$ cat src/rtl/tdc_evt_pkg.sv
package tdc_evt_pkg;
    localparam int WORD_W    = 32;
    localparam int ID_W      = 4;
    localparam int EVN_W     = 12;
    localparam int CNT_W     = 12;
    localparam int CHAN_W    = 5;
    localparam int NTIME_W   = 19;
    localparam int TIME_W    = NTIME_W + 2;
    localparam int HCH_W     = 3;
    localparam int FLAG_W    = 15;
    localparam int FATAL_BIT = 14;
    localparam int SIZE_BIT  = 12;
    localparam int LOST_BIT  = 13;
    localparam int ID_LSB    = WORD_W - 8;
    localparam int EVN_LSB   = CNT_W;

    typedef enum logic [2:0] {
        K_ILLEGAL, K_HEADER, K_TRAILER, K_LEAD, K_TRAIL, K_ERROR, K_PAD
    } kind_t;

    typedef enum logic {ST_IDLE, ST_OPEN} fstate_t;
endpackage

$ cat src/rtl/tdc_word_class.sv
module tdc_word_class
    import tdc_evt_pkg::*;
(
    input  logic [3:0] type_fld,
    output kind_t      kind
);
    always_comb begin
        unique case (type_fld)
            4'h2:    kind = K_HEADER;
            4'h3:    kind = K_TRAILER;
            4'h4:    kind = K_LEAD;
            4'h5:    kind = K_TRAIL;
            4'h6:    kind = K_ERROR;
            4'h7:    kind = K_PAD;
            default: kind = K_ILLEGAL;
        endcase
    end
endmodule

$ cat src/rtl/tdc_hit_unpack.sv
module tdc_hit_unpack
    import tdc_evt_pkg::*;
(
    input  logic                clk,
    input  logic                rst_n,
    input  logic                take,
    input  logic                hires,
    input  logic [WORD_W-4:0]   word,
    output logic                hit_valid,
    output logic                hit_edge,
    output logic [ID_W-1:0]     hit_chip,
    output logic [CHAN_W-1:0]   hit_chan,
    output logic [TIME_W-1:0]   hit_time
);
    logic [CHAN_W-1:0] chan_d;
    logic [TIME_W-1:0] time_d;

    always_comb begin
        if (hires) begin
            chan_d = {word[ID_LSB-1 -: HCH_W], 2'b00};
            time_d = {word[NTIME_W-1:0], word[NTIME_W+1:NTIME_W]};
        end else begin
            chan_d = word[ID_LSB-1 -: CHAN_W];
            time_d = {2'b00, word[NTIME_W-1:0]};
        end
    end

    always_ff @(posedge clk) begin
        if (!rst_n) begin
            hit_valid <= 1'b0;
            hit_edge  <= 1'b0;
            hit_chip  <= '0;
            hit_chan  <= '0;
            hit_time  <= '0;
        end else begin
            hit_valid <= take;
            if (take) begin
                hit_edge <= word[WORD_W-4];
                hit_chip <= word[ID_LSB +: ID_W];
                hit_chan <= chan_d;
                hit_time <= time_d;
            end
        end
    end
endmodule

$ cat src/rtl/tdc_frame_fsm.sv
module tdc_frame_fsm
    import tdc_evt_pkg::*;
(
    input  logic               clk,
    input  logic               rst_n,
    input  logic               fire,
    input  kind_t              kind,
    input  logic [ID_LSB+ID_W-1:0] word,
    output logic               hit_take,
    output logic               evt_done,
    output logic               evt_ok,
    output logic               frame_err,
    output logic               proto_err,
    output logic [FLAG_W-1:0]  err_flags
);
    localparam logic [FLAG_W-1:0] FLAG_MASK = ~(FLAG_W'(1) << FATAL_BIT);

    fstate_t            state, state_nx;
    logic [EVN_W-1:0]   hdr_evn;
    logic [ID_W-1:0]    hdr_id;
    logic [CNT_W-1:0]   wcount;
    logic [CNT_W-1:0]   cnt_inc;
    logic               is_open;
    logic               trl_match;

    assign is_open   = (state == ST_OPEN);
    assign cnt_inc   = wcount + CNT_W'(1);
    assign hit_take  = fire && is_open && (kind == K_LEAD || kind == K_TRAIL);
    assign trl_match = (word[CNT_W-1:0] == cnt_inc)
                    && (word[EVN_LSB +: EVN_W] == hdr_evn)
                    && (word[ID_LSB +: ID_W] == hdr_id);

    // state register
    always_ff @(posedge clk) begin
        if (!rst_n) state <= ST_IDLE;
        else        state <= state_nx;
    end

    // transitions: open, restart, close
    always_comb begin
        state_nx = state;
        if (fire) begin
            unique case (state)
                ST_IDLE: if (kind == K_HEADER)  state_nx = ST_OPEN;
                ST_OPEN: if (kind == K_TRAILER) state_nx = ST_IDLE;
                default: state_nx = ST_IDLE;
            endcase
        end
    end

    // outputs and event bookkeeping
    always_ff @(posedge clk) begin
        if (!rst_n) begin
            evt_done  <= 1'b0;
            evt_ok    <= 1'b0;
            frame_err <= 1'b0;
            proto_err <= 1'b0;
            err_flags <= '0;
            hdr_evn   <= '0;
            hdr_id    <= '0;
            wcount    <= '0;
        end else begin
            evt_done  <= 1'b0;
            evt_ok    <= 1'b0;
            proto_err <= 1'b0;
            if (fire) begin
                unique case (kind)
                    K_ILLEGAL: proto_err <= 1'b1;
                    K_HEADER: begin
                        if (is_open) frame_err <= 1'b1;
                        hdr_evn <= word[EVN_LSB +: EVN_W];
                        hdr_id  <= word[ID_LSB +: ID_W];
                        wcount  <= CNT_W'(1);
                    end
                    K_TRAILER: begin
                        if (!is_open) begin
                            frame_err <= 1'b1;
                        end else begin
                            evt_done <= 1'b1;
                            evt_ok   <= trl_match;
                            if (!trl_match) frame_err <= 1'b1;
                        end
                    end
                    K_LEAD, K_TRAIL: begin
                        if (is_open) wcount <= cnt_inc;
                        else         frame_err <= 1'b1;
                    end
                    K_ERROR: begin
                        if (is_open) begin
                            wcount    <= cnt_inc;
                            err_flags <= err_flags | (word[FLAG_W-1:0] & FLAG_MASK);
                        end else begin
                            frame_err <= 1'b1;
                        end
                    end
                    default: ;
                endcase
            end
        end
    end
endmodule

$ cat src/rtl/tdc_evt_decoder.sv
module tdc_evt_decoder
    import tdc_evt_pkg::*;
(
    input  logic                clk,
    input  logic                rst_n,
    input  logic                hires_mode,
    input  logic                in_valid,
    input  logic [WORD_W-1:0]   in_data,
    output logic                in_ready,
    output logic                hit_valid,
    output logic                hit_edge,
    output logic [ID_W-1:0]     hit_chip,
    output logic [CHAN_W-1:0]   hit_chan,
    output logic [TIME_W-1:0]   hit_time,
    output logic                evt_done,
    output logic                evt_ok,
    output logic                frame_err,
    output logic                proto_err,
    output logic [FLAG_W-1:0]   err_flags,
    output logic                size_limit,
    output logic                evt_lost
);
    kind_t kind;
    logic  fire;
    logic  hit_take;

    assign in_ready   = 1'b1;
    assign fire       = in_valid && in_ready;
    assign size_limit = err_flags[SIZE_BIT];
    assign evt_lost   = err_flags[LOST_BIT];

    tdc_word_class u_class (
        .type_fld (in_data[WORD_W-1 -: 4]),
        .kind     (kind)
    );

    tdc_frame_fsm u_fsm (
        .clk       (clk),
        .rst_n     (rst_n),
        .fire      (fire),
        .kind      (kind),
        .word      (in_data[ID_LSB+ID_W-1:0]),
        .hit_take  (hit_take),
        .evt_done  (evt_done),
        .evt_ok    (evt_ok),
        .frame_err (frame_err),
        .proto_err (proto_err),
        .err_flags (err_flags)
    );

    tdc_hit_unpack u_hit (
        .clk       (clk),
        .rst_n     (rst_n),
        .take      (hit_take),
        .hires     (hires_mode),
        .word      (in_data[WORD_W-4:0]),
        .hit_valid (hit_valid),
        .hit_edge  (hit_edge),
        .hit_chip  (hit_chip),
        .hit_chan  (hit_chan),
        .hit_time  (hit_time)
    );
endmodule

$ cat config.mk
export PLATFORM = sky130hd
export DESIGN_NAME = tdc_evt_decoder
export DESIGN_NICKNAME = d
export VERILOG_FILES = /design/src/rtl/tdc_evt_pkg.sv /design/src/rtl/tdc_word_class.sv /design/src/rtl/tdc_hit_unpack.sv /design/src/rtl/tdc_frame_fsm.sv /design/src/rtl/tdc_evt_decoder.sv
export SDC_FILE = /design/constraint.sdc
export NUM_CORES = 1
export LEC_CHECK = 0
export CORE_MARGIN = 2
export CORE_UTILIZATION = 50
export CTS_BUF_LIST = sky130_fd_sc_hd__clkbuf_2 sky130_fd_sc_hd__clkbuf_4 sky130_fd_sc_hd__clkbuf_8
export DETAILED_ROUTE_END_ITERATION = 10
export HOLD_SLACK_MARGIN = 0.12
export PLACE_DENSITY = 0.8
export SYNTH_ARGS = -nofsm -noshare
export SYNTH_HDL_FRONTEND = slang
export SYNTH_SLANG_ARGS = --single-unit
$ cat constraint.sdc
create_clock -name clk -period 3.9 [get_ports clk]
set_clock_uncertainty 0.15 [all_clocks]
set_input_delay 0.975 -clock clk [delete_from_list [all_inputs] [get_ports clk]]
set_output_delay 0.975 -clock clk [all_outputs]
set_load 0.005 [all_outputs]
==> metrics.csv, run 1 <==
stage,metric,value,unit
pwr,power,1.73,mW
detailed_routing,vias_per_cell,5.51,
clocking,postCtsSetupBuffers,0,
setup_path,worstPathMaxFanout,8,
sta,fin_crit_sh,0.719,
finish,final_common_cell,nand2_1,
placement,place_congestion,0.916,
grt,overflow,0,
setup_path,critPathCaptureType,flip-flop,
grt,grt_antenna_before_repair,0,
synth,async_flop_share,0,
min_path,hold_path_class,flip-flop to flip-flop,
grt,track_usage,0.237,
synth,ys_ff_latch,79,
detailed_routing,first_pass_iters,4,
setup_path,regToRegStartpoint,u_fsm.wcount[0],
finish,drive_above_1_share,0.0639,
finish,fin_nets,564,
setup_path,arrival,2.93,ns
clocking,cts_hold_buf,0,
setup_path,worstSetupStartpoint,in_data[6],
detailed_routing,drtAntennaViolNets,0,
setup_path,reg2reg_slack,1.33,ns
detailed_routing,drt_iter0_drc,134,
synth,syn_area,3950,µm²
status,status,"finished, final reports clean",
sta,finalHoldViolCount,0,
setup_path,critPathSlowestCell,clkdlybuf4s50_1,
synth,synth_cell_types,54,
synth,synth_seq_area_share,0.401,
clocking,clock_path_buffers,2,
clocking,cts_tree,yes,
grt,grt_pass1_wl,16200,µm
die,initial_utilization,0.513,
sta,finalSetupTns,0,ns
placement,dp_hpwl,6920,µm
clocking,clock-sinks,79,
die,die-height,92.8,µm
sta,max_freq,356,MHz
clocking,cts_made_buffers,9,
synth,synth_flop_cell,dfxtp_1,
synth,synth-edff-count,0,
detailed_routing,drc,0,
placement,portBuffers,87,
finish,layout_common_cells,"nand2_1 (87), clkdlybuf4s50_1 (86), dfxtp_1 (79)",
setup_path,required,4.03,ns
grt,grt_max_degree,52,
setup_path,cpPeakStageDelay,0.55,ns
sta,relSlewSlack,0.581,
die,rows,32,
finish,nFillCells,650,
setup_path,crit_type,input pin to flip-flop,
clocking,clk_pin_slew,0.09,ns
sta,period_minus_slack,2.81,ns
setup_path,critPathBufInv,1,
clocking,insertion_delay,0.36,ns
synth,synth_fp_nets,494,
finish,final_area,5080,µm²
synth,syn_area_per_cell,8.64,µm²
finish,areaGrowthSynthToFinish,28.8,%
die,die_area,8620,µm²
die,die_x,92.8,µm
synth,syn_inst,457,
setup_path,startpoint_type,input pin,
run,drv_cap,0,
pwr,p_leak,2.04,nW
sta,fin_hold_ws,0.318,ns
clocking,root_buffer,clkbuf_8,
setup_path,crit_family,simple AND/OR/NAND/NOR gates,
clocking,htreeDepth,3,
die,core-area,7690,µm²
finish,antenna_cells,0,
synth,synth_warnings,0,
detailed_routing,vias,3494,
pwr,peakVddDrop,207,µV
detailed_routing,wirelength,9880,µm
clocking,cts-resized-gates,0,
min_path,holdCritStartpoint,u_hit.hit_chan[0],
sta,drv_slew,0,
sta,setup_viol,0,
sta,tightest_slew,0.628,ns
setup_path,path_cells,"clkdlybuf4s50_1, nor2b_1, a2111oi_0, nand3_1, or4_1, nor4_2",
placement,postPlaceCellArea,4830,µm²
pwr,powerDensity,340,nW/µm²
die,io_pins,90,
sta,rsz0062_at_grt,no,
grt,grt_pass1_vias,3316,
detailed_routing,routedWlPerCell,15.6,µm
[where the power goes]
part | switching (mW) | total, mW | internal (mW)
Combinational | 0.0791 | 0.151 | 0.0723
Clock | 0.317 | 0.764 | 0.447
Sequential | 0.00355 | 0.814 | 0.810
Total | 0.400 | 1.73 | 1.33
[metal layers]
metal / vias to the layer above / wire, µm / global-route usage
li1: 1738 / - / -
met1: 1655 / 4770 / 0.326
met2: 91 / 4460 / 0.364
met3: 10 / 501 / 0.0504
met4: 0 / 153 / 0.0956
met5: - / 0 / 0
[sequential cells by signal (all words and copies together) (netlist names)]
register	cells
u_fsm.frame_err	1
u_fsm.evt_ok	1
u_fsm.hdr_id	4
u_fsm.evt_done	1
u_fsm.wcount	12
u_hit.hit_chan	5
u_fsm.hdr_evn	12
u_hit.hit_valid	1
u_fsm.is_open	1
u_fsm.proto_err	1
u_hit.hit_edge	1
u_hit.hit_time	21
u_hit.hit_chip	4
u_fsm.err_flags	14
[metrics by stage]
| step | instances | utilization | setup slack (ns) |
|---|---|---|---|
| floorplan | 457 | - | 1.47 |
| global placement | 618 | 0.628 | 0.778 |
| detailed placement | 618 | 0.628 | 0.745 |
| CTS | 634 | 0.661 | 1.09 |
| global route | 634 | 0.661 | 0.884 |
| finish | 634 | 0.661 | 1.09 |
[final timing paths]
path / end / cells past startpoint
hold / removal: u_hit.hit_chan[0] / 2
setup / recovery: u_fsm.evt_ok / 6
setup reg to reg: u_fsm.evt_ok / 6
hold reg to reg: u_hit.hit_chan[0] / 2
[layout make-up]
| class | instances | area [µm²] | area share |
|---|---|---|---|
| multi-input cells | 340 | 2200 | 0.432 |
| flip-flops and latches | 79 | 1580 | 0.311 |
| repair buffers | 93 | 911 | 0.179 |
| clock buffers | 10 | 138 | 0.0271 |
| well taps | 102 | 128 | 0.0251 |
| clock inverters | 6 | 115 | 0.0226 |
| inverters | 4 | 15.0 | 0.00295 |
[cell usage after synthesis, types with 3 or more instances]
library cell  instances  area, µm²
a21boi_0             38        285
xnor2_1               6       52.6
nand2b_1              5       31.3
nand4_1               5       31.3
mux2i_1              19        190
nand3_1              11       55.1
o21a_1               11       82.6
clkbuf_1             25       93.8
inv_1                 3       11.3
buf_4                 4       30.0
xor2_1               22        193
nand2_1              87        327
o21ai_0               7       35.0
buf_2                 3       15.0
or3_2                 4       30.0
nor2_1               11       41.3
dfxtp_1              79       1580
o211a_1              20        200
nor4_1                6       37.5
a21oi_1              19       95.1
nor2b_1              19        119
nor3_1               11       55.1
[cells by family (layout without fill, tap and decap cells)]
group           after synthesis  count (layout)  share of synthesized area
simple gates                182             182                      0.235
compound gates              108             108                      0.206
flops                        79              79                      0.401
buf+inv                      38             113                     0.0428
xor+xnor                     28              28                     0.0621
mux                          19              19                     0.0482
other cells                   2               2                    0.00190
fa+ha+maj                     1               1                    0.00317
[worst reg2reg max path, stage by stage, from the launching register on]
cell,delay (ns)
dfxtp_1,0.46
ha_1,0.28
nand3_2,0.25
or3_2,0.56
xnor2_1,0.18
a2111o_1,0.38
nor4_2,0.24
Note: power is estimated with default switching activity, not from simulation.
==> run 2: changes to the inputs <==
==> constraint.sdc (replaced) <==
create_clock -name clk -period 2.6 [get_ports clk]
set_clock_uncertainty 0.15 [all_clocks]
set_input_delay 0.65 -clock clk [delete_from_list [all_inputs] [get_ports clk]]
set_output_delay 0.65 -clock clk [all_outputs]
set_load 0.005 [all_outputs]
==> metrics.csv, run 2 (same netlist as run 1, synthesis figures left out) <==
stage,metric,value,unit,change
status,status,"finished, final reports clean",,
grt,grt_pass1_vias,3514,,+6.0%
detailed_routing,vias_per_cell,5.48,,-0.57%
detailed_routing,first_pass_iters,4,,unchanged
placement,postPlaceCellArea,5070,µm²,+5.0%
grt,grt_pass1_wl,16900,µm,+4.2%
finish,areaGrowthSynthToFinish,35.0,%,
finish,final_area,5330,µm²,+4.8%
grt,track_usage,0.248,,+0.0101
clocking,cts_made_buffers,9,,unchanged
detailed_routing,routedWlPerCell,15.9,µm,+2.0%
finish,regMostFlops,u_hit.hit_time,,
clocking,cts_hold_buf,0,,unchanged
sta,finalHoldViolCount,0,,unchanged
setup_path,worstPathMaxFanout,7,,-1
setup_path,critPathSlowestCell,or3_2,,
sta,fin_ws,0.184,ns,-0.911 ns
sta,setup_viol,0,,unchanged
sta,tightest_slew,0.521,ns,-0.108 ns
sta,rsz0062_at_grt,no,,
clocking,clk_pin_slew,0.09,ns,about the same
die,die_x,92.8,µm,unchanged
pwr,p_leak,2.19,nW,+7.0%
finish,antenna_cells,0,,unchanged
finish,nFillCells,627,,-3.5%
clocking,cts-resized-gates,0,,unchanged
detailed_routing,drc,0,,unchanged
grt,grt_max_degree,52,,unchanged
die,rows,32,,unchanged
die,io_pins,90,,unchanged
setup_path,critPathBufInv,0,,-1
setup_path,crit_type,flip-flop to flip-flop,,
setup_path,required,2.73,ns,-1.30 ns
clocking,htreeDepth,3,,unchanged
finish,layout_common_cells,"nand2_1 (87), clkdlybuf4s50_1 (86), dfxtp_1 (79)",,
die,core-area,7690,µm²,unchanged
run,drv_cap,0,,unchanged
placement,dp_slack,-0.125,ns,-0.871 ns
setup_path,cp_num_cells,6,,unchanged
finish,drive_above_1_share,0.109,,+0.0452
finish,fin_util,0.693,,+0.0316
setup_path,path_cells,"ha_1, nand3_2, or3_2, xnor2_1, a2111o_1, nor4_2",,
finish,fin_cells,661,,+4.3%
sta,drv_slew,0,,unchanged
placement,dp_hpwl,7440,µm,+7.5%
setup_path,endpoint,u_fsm.evt_ok,,
sta,period_minus_slack,2.42,ns,
pwr,peakVddDrop,285,µV,+38%
detailed_routing,drtAntennaViolNets,0,,unchanged
setup_path,reg2reg_depth,6,,unchanged
clocking,cts_tree,yes,,
die,initial_utilization,0.513,,unchanged
detailed_routing,drt_iter0_drc,175,,+31%
sta,fin_hold_ws,0.318,ns,-0.000370 ns
finish,final_common_cell,nand2_1,,
clocking,clock_path_buffers,2,,unchanged
setup_path,startpoint_type,flip-flop,,
setup_path,cpPeakStageDelay,0.50,ns,-0.05 ns
min_path,hold_path_class,flip-flop to flip-flop,,
detailed_routing,vias,3622,,+3.7%
setup_path,regToRegStartpoint,u_fsm.wcount[0],,
setup_path,critPathCaptureType,flip-flop,,
sta,relSlewSlack,0.653,,+0.0719
setup_path,reg2reg_slack,0.18,ns,-1.15 ns
placement,dp_cells,645,,+4.4%
finish,fin_nets,591,,+4.8%
placement,portBuffers,87,,unchanged
clocking,clock-sinks,79,,unchanged
setup_path,arrival,2.54,ns,-0.39 ns
grt,grt_antenna_before_repair,0,,unchanged
clocking,root_buffer,clkbuf_8,,
clocking,postCtsSetupBuffers,0,,unchanged
pwr,powerDensity,497,nW/µm²,+46%
pwr,power,2.65,mW,+53%
setup_path,r2r_end,u_fsm.evt_ok,,
clocking,insertion_delay,0.36,ns,about the same
placement,place_congestion,0.905,,-1.3%
sta,max_freq,414,MHz,
finish,reg_top3,"u_hit.hit_time x21, u_fsm.err_flags x14",,
finish,largest_reg_flops,21,,unchanged
grt,overflow,0,,unchanged
setup_path,worstSetupStartpoint,u_fsm.wcount[0],,
sta,fin_crit_sh,0.929,,
die,die_area,8620,µm²,unchanged
detailed_routing,wirelength,10500,µm,+6.3%
sta,finalSetupTns,0,ns,unchanged
setup_path,crit_family,simple AND/OR/NAND/NOR gates,,
die,die-height,92.8,µm,unchanged
run 2: worst min path at each step:
stage,start,to,slack (ns),depth (start not counted)
4_1_cts,u_hit.hit_edge,u_hit.hit_edge,0.32,2
6_report,u_hit.hit_edge,u_hit.hit_edge,0.32,2
3_5_place_dp,u_hit.hit_edge,u_hit.hit_edge,0.31,2
2_1_floorplan,u_fsm.hdr_id[3],u_fsm.hdr_id[3],0.31,2
5_1_grt,u_hit.hit_edge,u_hit.hit_edge,0.34,2
3_3_place_gp,u_hit.hit_chip[3],u_hit.hit_chip[3],0.30,2
run 2: routing by layer:
metal  share of wire  track usage  vias up  wire length, µm
met5               0            0        -                0
met2            0.47        0.395      109             4940
met1            0.46        0.328     1718             4850
li1                -            -     1786                -
met4           0.010       0.0907        0              106
met3           0.059       0.0561        9              615
run 2: cell type report:
class | instances | area, µm² | area share
inverter | 4 | 15.0 | 0.00282
clock buffer | 10 | 138 | 0.0258
timing repair buffer | 120 | 1150 | 0.216
sequential | 79 | 1580 | 0.297
multi-input combinational | 340 | 2200 | 0.412
clock inverter | 6 | 116 | 0.0218
tap | 102 | 128 | 0.0240
run 2: power by group:
group | internal, mW | switching (mW)
combinational | 0.131 | 0.127
clock | 0.671 | 0.497
sequential | 1.22 | 0.00561
run 2: worst min-delay path: cells and delay by family (launching register included):
kind            cells  cell delay (ns)
flops               1             0.32
simple gates        1             0.05
compound gates      1             0.06
==> run 3: changes to the inputs <==
--- a/config.mk
+++ b/config.mk
@@ -9,8 +9,8 @@
 export CORE_UTILIZATION = 50
 export CTS_BUF_LIST = sky130_fd_sc_hd__clkbuf_2 sky130_fd_sc_hd__clkbuf_4 sky130_fd_sc_hd__clkbuf_8
 export DETAILED_ROUTE_END_ITERATION = 10
+export DONT_BUFFER_PORTS = 1
 export HOLD_SLACK_MARGIN = 0.12
-export PLACE_DENSITY = 0.8
 export SYNTH_ARGS = -nofsm -noshare
 export SYNTH_HDL_FRONTEND = slang
 export SYNTH_SLANG_ARGS = --single-unit
==> metrics.csv, run 3 (same netlist as run 1, synthesis figures left out) <==
stage,metric,value,unit,change
grt,grt_pass1_wl,15500,µm,-8.1%
sta,setup_viol,0,,unchanged
setup_path,critPathCaptureType,flip-flop,,
clocking,cts-resized-gates,0,,unchanged
min_path,hold_path_class,input pin to flip-flop,,
detailed_routing,vias,3138,,-13%
setup_path,required,2.71,ns,-0.02 ns
grt,track_usage,0.228,,-0.0198
clocking,postCtsSetupBuffers,0,,unchanged
detailed_routing,wirelength,9600,µm,-8.6%
pwr,powerDensity,543,nW/µm²,+9.3%
placement,dp_hpwl,6600,µm,-11%
clocking,cts_made_buffers,9,,unchanged
detailed_routing,drtAntennaViolNets,0,,unchanged
clocking,clk_pin_slew,0.09,ns,about the same
finish,reg_top3,"u_hit.hit_time x21, u_fsm.err_flags x14",,
setup_path,arrival,2.46,ns,-0.08 ns
clocking,clock-sinks,79,,unchanged
detailed_routing,drt_iter0_drc,128,,-27%
finish,drive_above_1_share,0.0764,,-0.0327
finish,multi_input_area,2200,µm²,unchanged
status,status,"finished, final reports clean",,
detailed_routing,routedWlPerCell,17.6,µm,+10%
sta,drv_slew,0,,unchanged
grt,grt_max_degree,78,,+50%
sta,relSlewSlack,0.614,,-0.0392
die,die_x,92.8,µm,unchanged
setup_path,critPathBufInv,0,,unchanged
clocking,insertion_delay,0.35,ns,about the same
die,initial_utilization,0.513,,unchanged
finish,regArea,1580,µm²,unchanged
placement,dp_slack,0.266,ns,+0.392 ns
grt,overflow,0,,unchanged
die,core-area,7690,µm²,unchanged
finish,regMostFlops,u_hit.hit_time,,
finish,layout_common_cells,"nand2_1 (87), dfxtp_1 (79), a21boi_0 (38)",,
clocking,cts_tree,yes,,
setup_path,path_cells,"ha_1, nand3_2, or3_2, xnor2_1, a2111o_1, nor4_2",,
setup_path,crit_type,flip-flop to flip-flop,,
placement,place_congestion,0.873,,-3.4%
detailed_routing,first_pass_iters,4,,unchanged
setup_path,cpPeakStageDelay,0.51,ns,about the same
detailed_routing,drc,0,,unchanged
die,die_area,8620,µm²,unchanged
grt,grt_pass1_vias,3010,,-14%
sta,fin_crit_sh,0.903,,-0.0265
sta,fin_ws,0.253,ns,+0.0689 ns
detailed_routing,vias_per_cell,5.74,,+4.7%
setup_path,worstPathMaxFanout,7,,unchanged
setup_path,crit_family,simple AND/OR/NAND/NOR gates,,
finish,nFillCells,750,,+20%
setup_path,startpoint_type,flip-flop,,
pwr,p_leak,1.70,nW,-22%
clocking,htreeDepth,3,,unchanged
finish,fin_nets,477,,-19%
clocking,clock_path_buffers,2,,unchanged
finish,largest_reg_flops,21,,unchanged
finish,final_common_cell,nand2_1,,
clocking,cts_hold_buf,0,,unchanged
placement,dp_cells,531,,-18%
sta,finalHoldViolCount,0,,unchanged
grt,grt_antenna_before_repair,0,,unchanged
clocking,root_buffer,clkbuf_8,,
placement,portBuffers,0,,-100%
finish,fin_util,0.543,,-0.149
setup_path,critPathSlowestCell,or3_2,,
die,die-height,92.8,µm,unchanged
sta,max_freq,426,MHz,+2.9%
finish,fin_cells,547,,-17%
sta,rsz0062_at_grt,no,,
die,rows,32,,unchanged
die,io_pins,90,,unchanged
pwr,power,2.27,mW,-14%
sta,finalSetupTns,0,ns,unchanged
sta,period_minus_slack,2.35,ns,-0.0689 ns
finish,antenna_cells,0,,unchanged
run,drv_cap,0,,unchanged
sta,tightest_slew,0.576,ns,+0.0557 ns
finish,areaGrowthSynthToFinish,5.87,%,
pwr,peakVddDrop,389,µV,+37%
[run 3: cell types whose count changed in the layout (fill, tap and decap cells not counted), sizes merged]
cell,previous run,this run
clkinvlp,0,2
inv,4,5
bufinv,3,1
clkinv,3,2
clkdlybuf4s50,86,0
buf,34,6
[run 3: path summary, 6_finish.rpt]
| path | startpoint | to | slack [ns] | cells after the start |
|---|---|---|---|---|
| max | u_fsm.wcount[0] | u_fsm.evt_ok | 0.25 | 6 |
| min | in_data[28] | u_fsm.evt_done | 0.26 | 2 |
| max reg2reg | u_fsm.wcount[0] | u_fsm.evt_ok | 0.25 | 6 |
| min reg2reg | u_fsm.hdr_evn[2] | u_fsm.hdr_evn[2] | 0.33 | 2 |
[run 3: layout make-up]
type,count,share of cell area
Clock inverter,6,0.0162
Inverter,4,0.00359
Sequential cell,79,0.379
Clock buffer,10,0.0314
Multi-Input combinational cell,340,0.526
Tap cell,102,0.0305
Timing Repair Buffer,6,0.0138
[run 3: layer usage]
layer | up-vias | share of wire | GRT usage | wire [µm]
li1 | 1561 | - | - | -
met1 | 1478 | 0.47 | 0.305 | 4500
met2 | 86 | 0.44 | 0.346 | 4220
met3 | 13 | 0.077 | 0.0806 | 737
met4 | 0 | 0.014 | 0.0662 | 138
met5 | - | 0 | 0 | 0
[run 3: per-stage QoR]
step	instance area, µm²	hold slack [ns]
6_report	4180	0.263
5_1_grt	4180	0.254
4_1_cts	4180	0.255
3_5_place_dp	3980	0.318
3_3_place_gp	3980	0.311
2_1_floorplan	3950	0.305
[run 3: worst reg2reg max path, stage by stage (launching register included)]
cell      delay, ns
dfxtp_1        0.46
ha_1           0.28
nand3_2        0.10
or3_2          0.51
xnor2_1        0.16
a2111o_1       0.36
nor4_2         0.24
[run 3: where the power goes]
group          internal (mW)  leakage (nW)  switching, mW  total [mW]
clock network          0.460        0.0967          0.478       0.938
logic                 0.0582         0.971         0.0517       0.110
registers               1.22         0.637        0.00591        1.22
total                   1.73          1.70          0.536        2.27
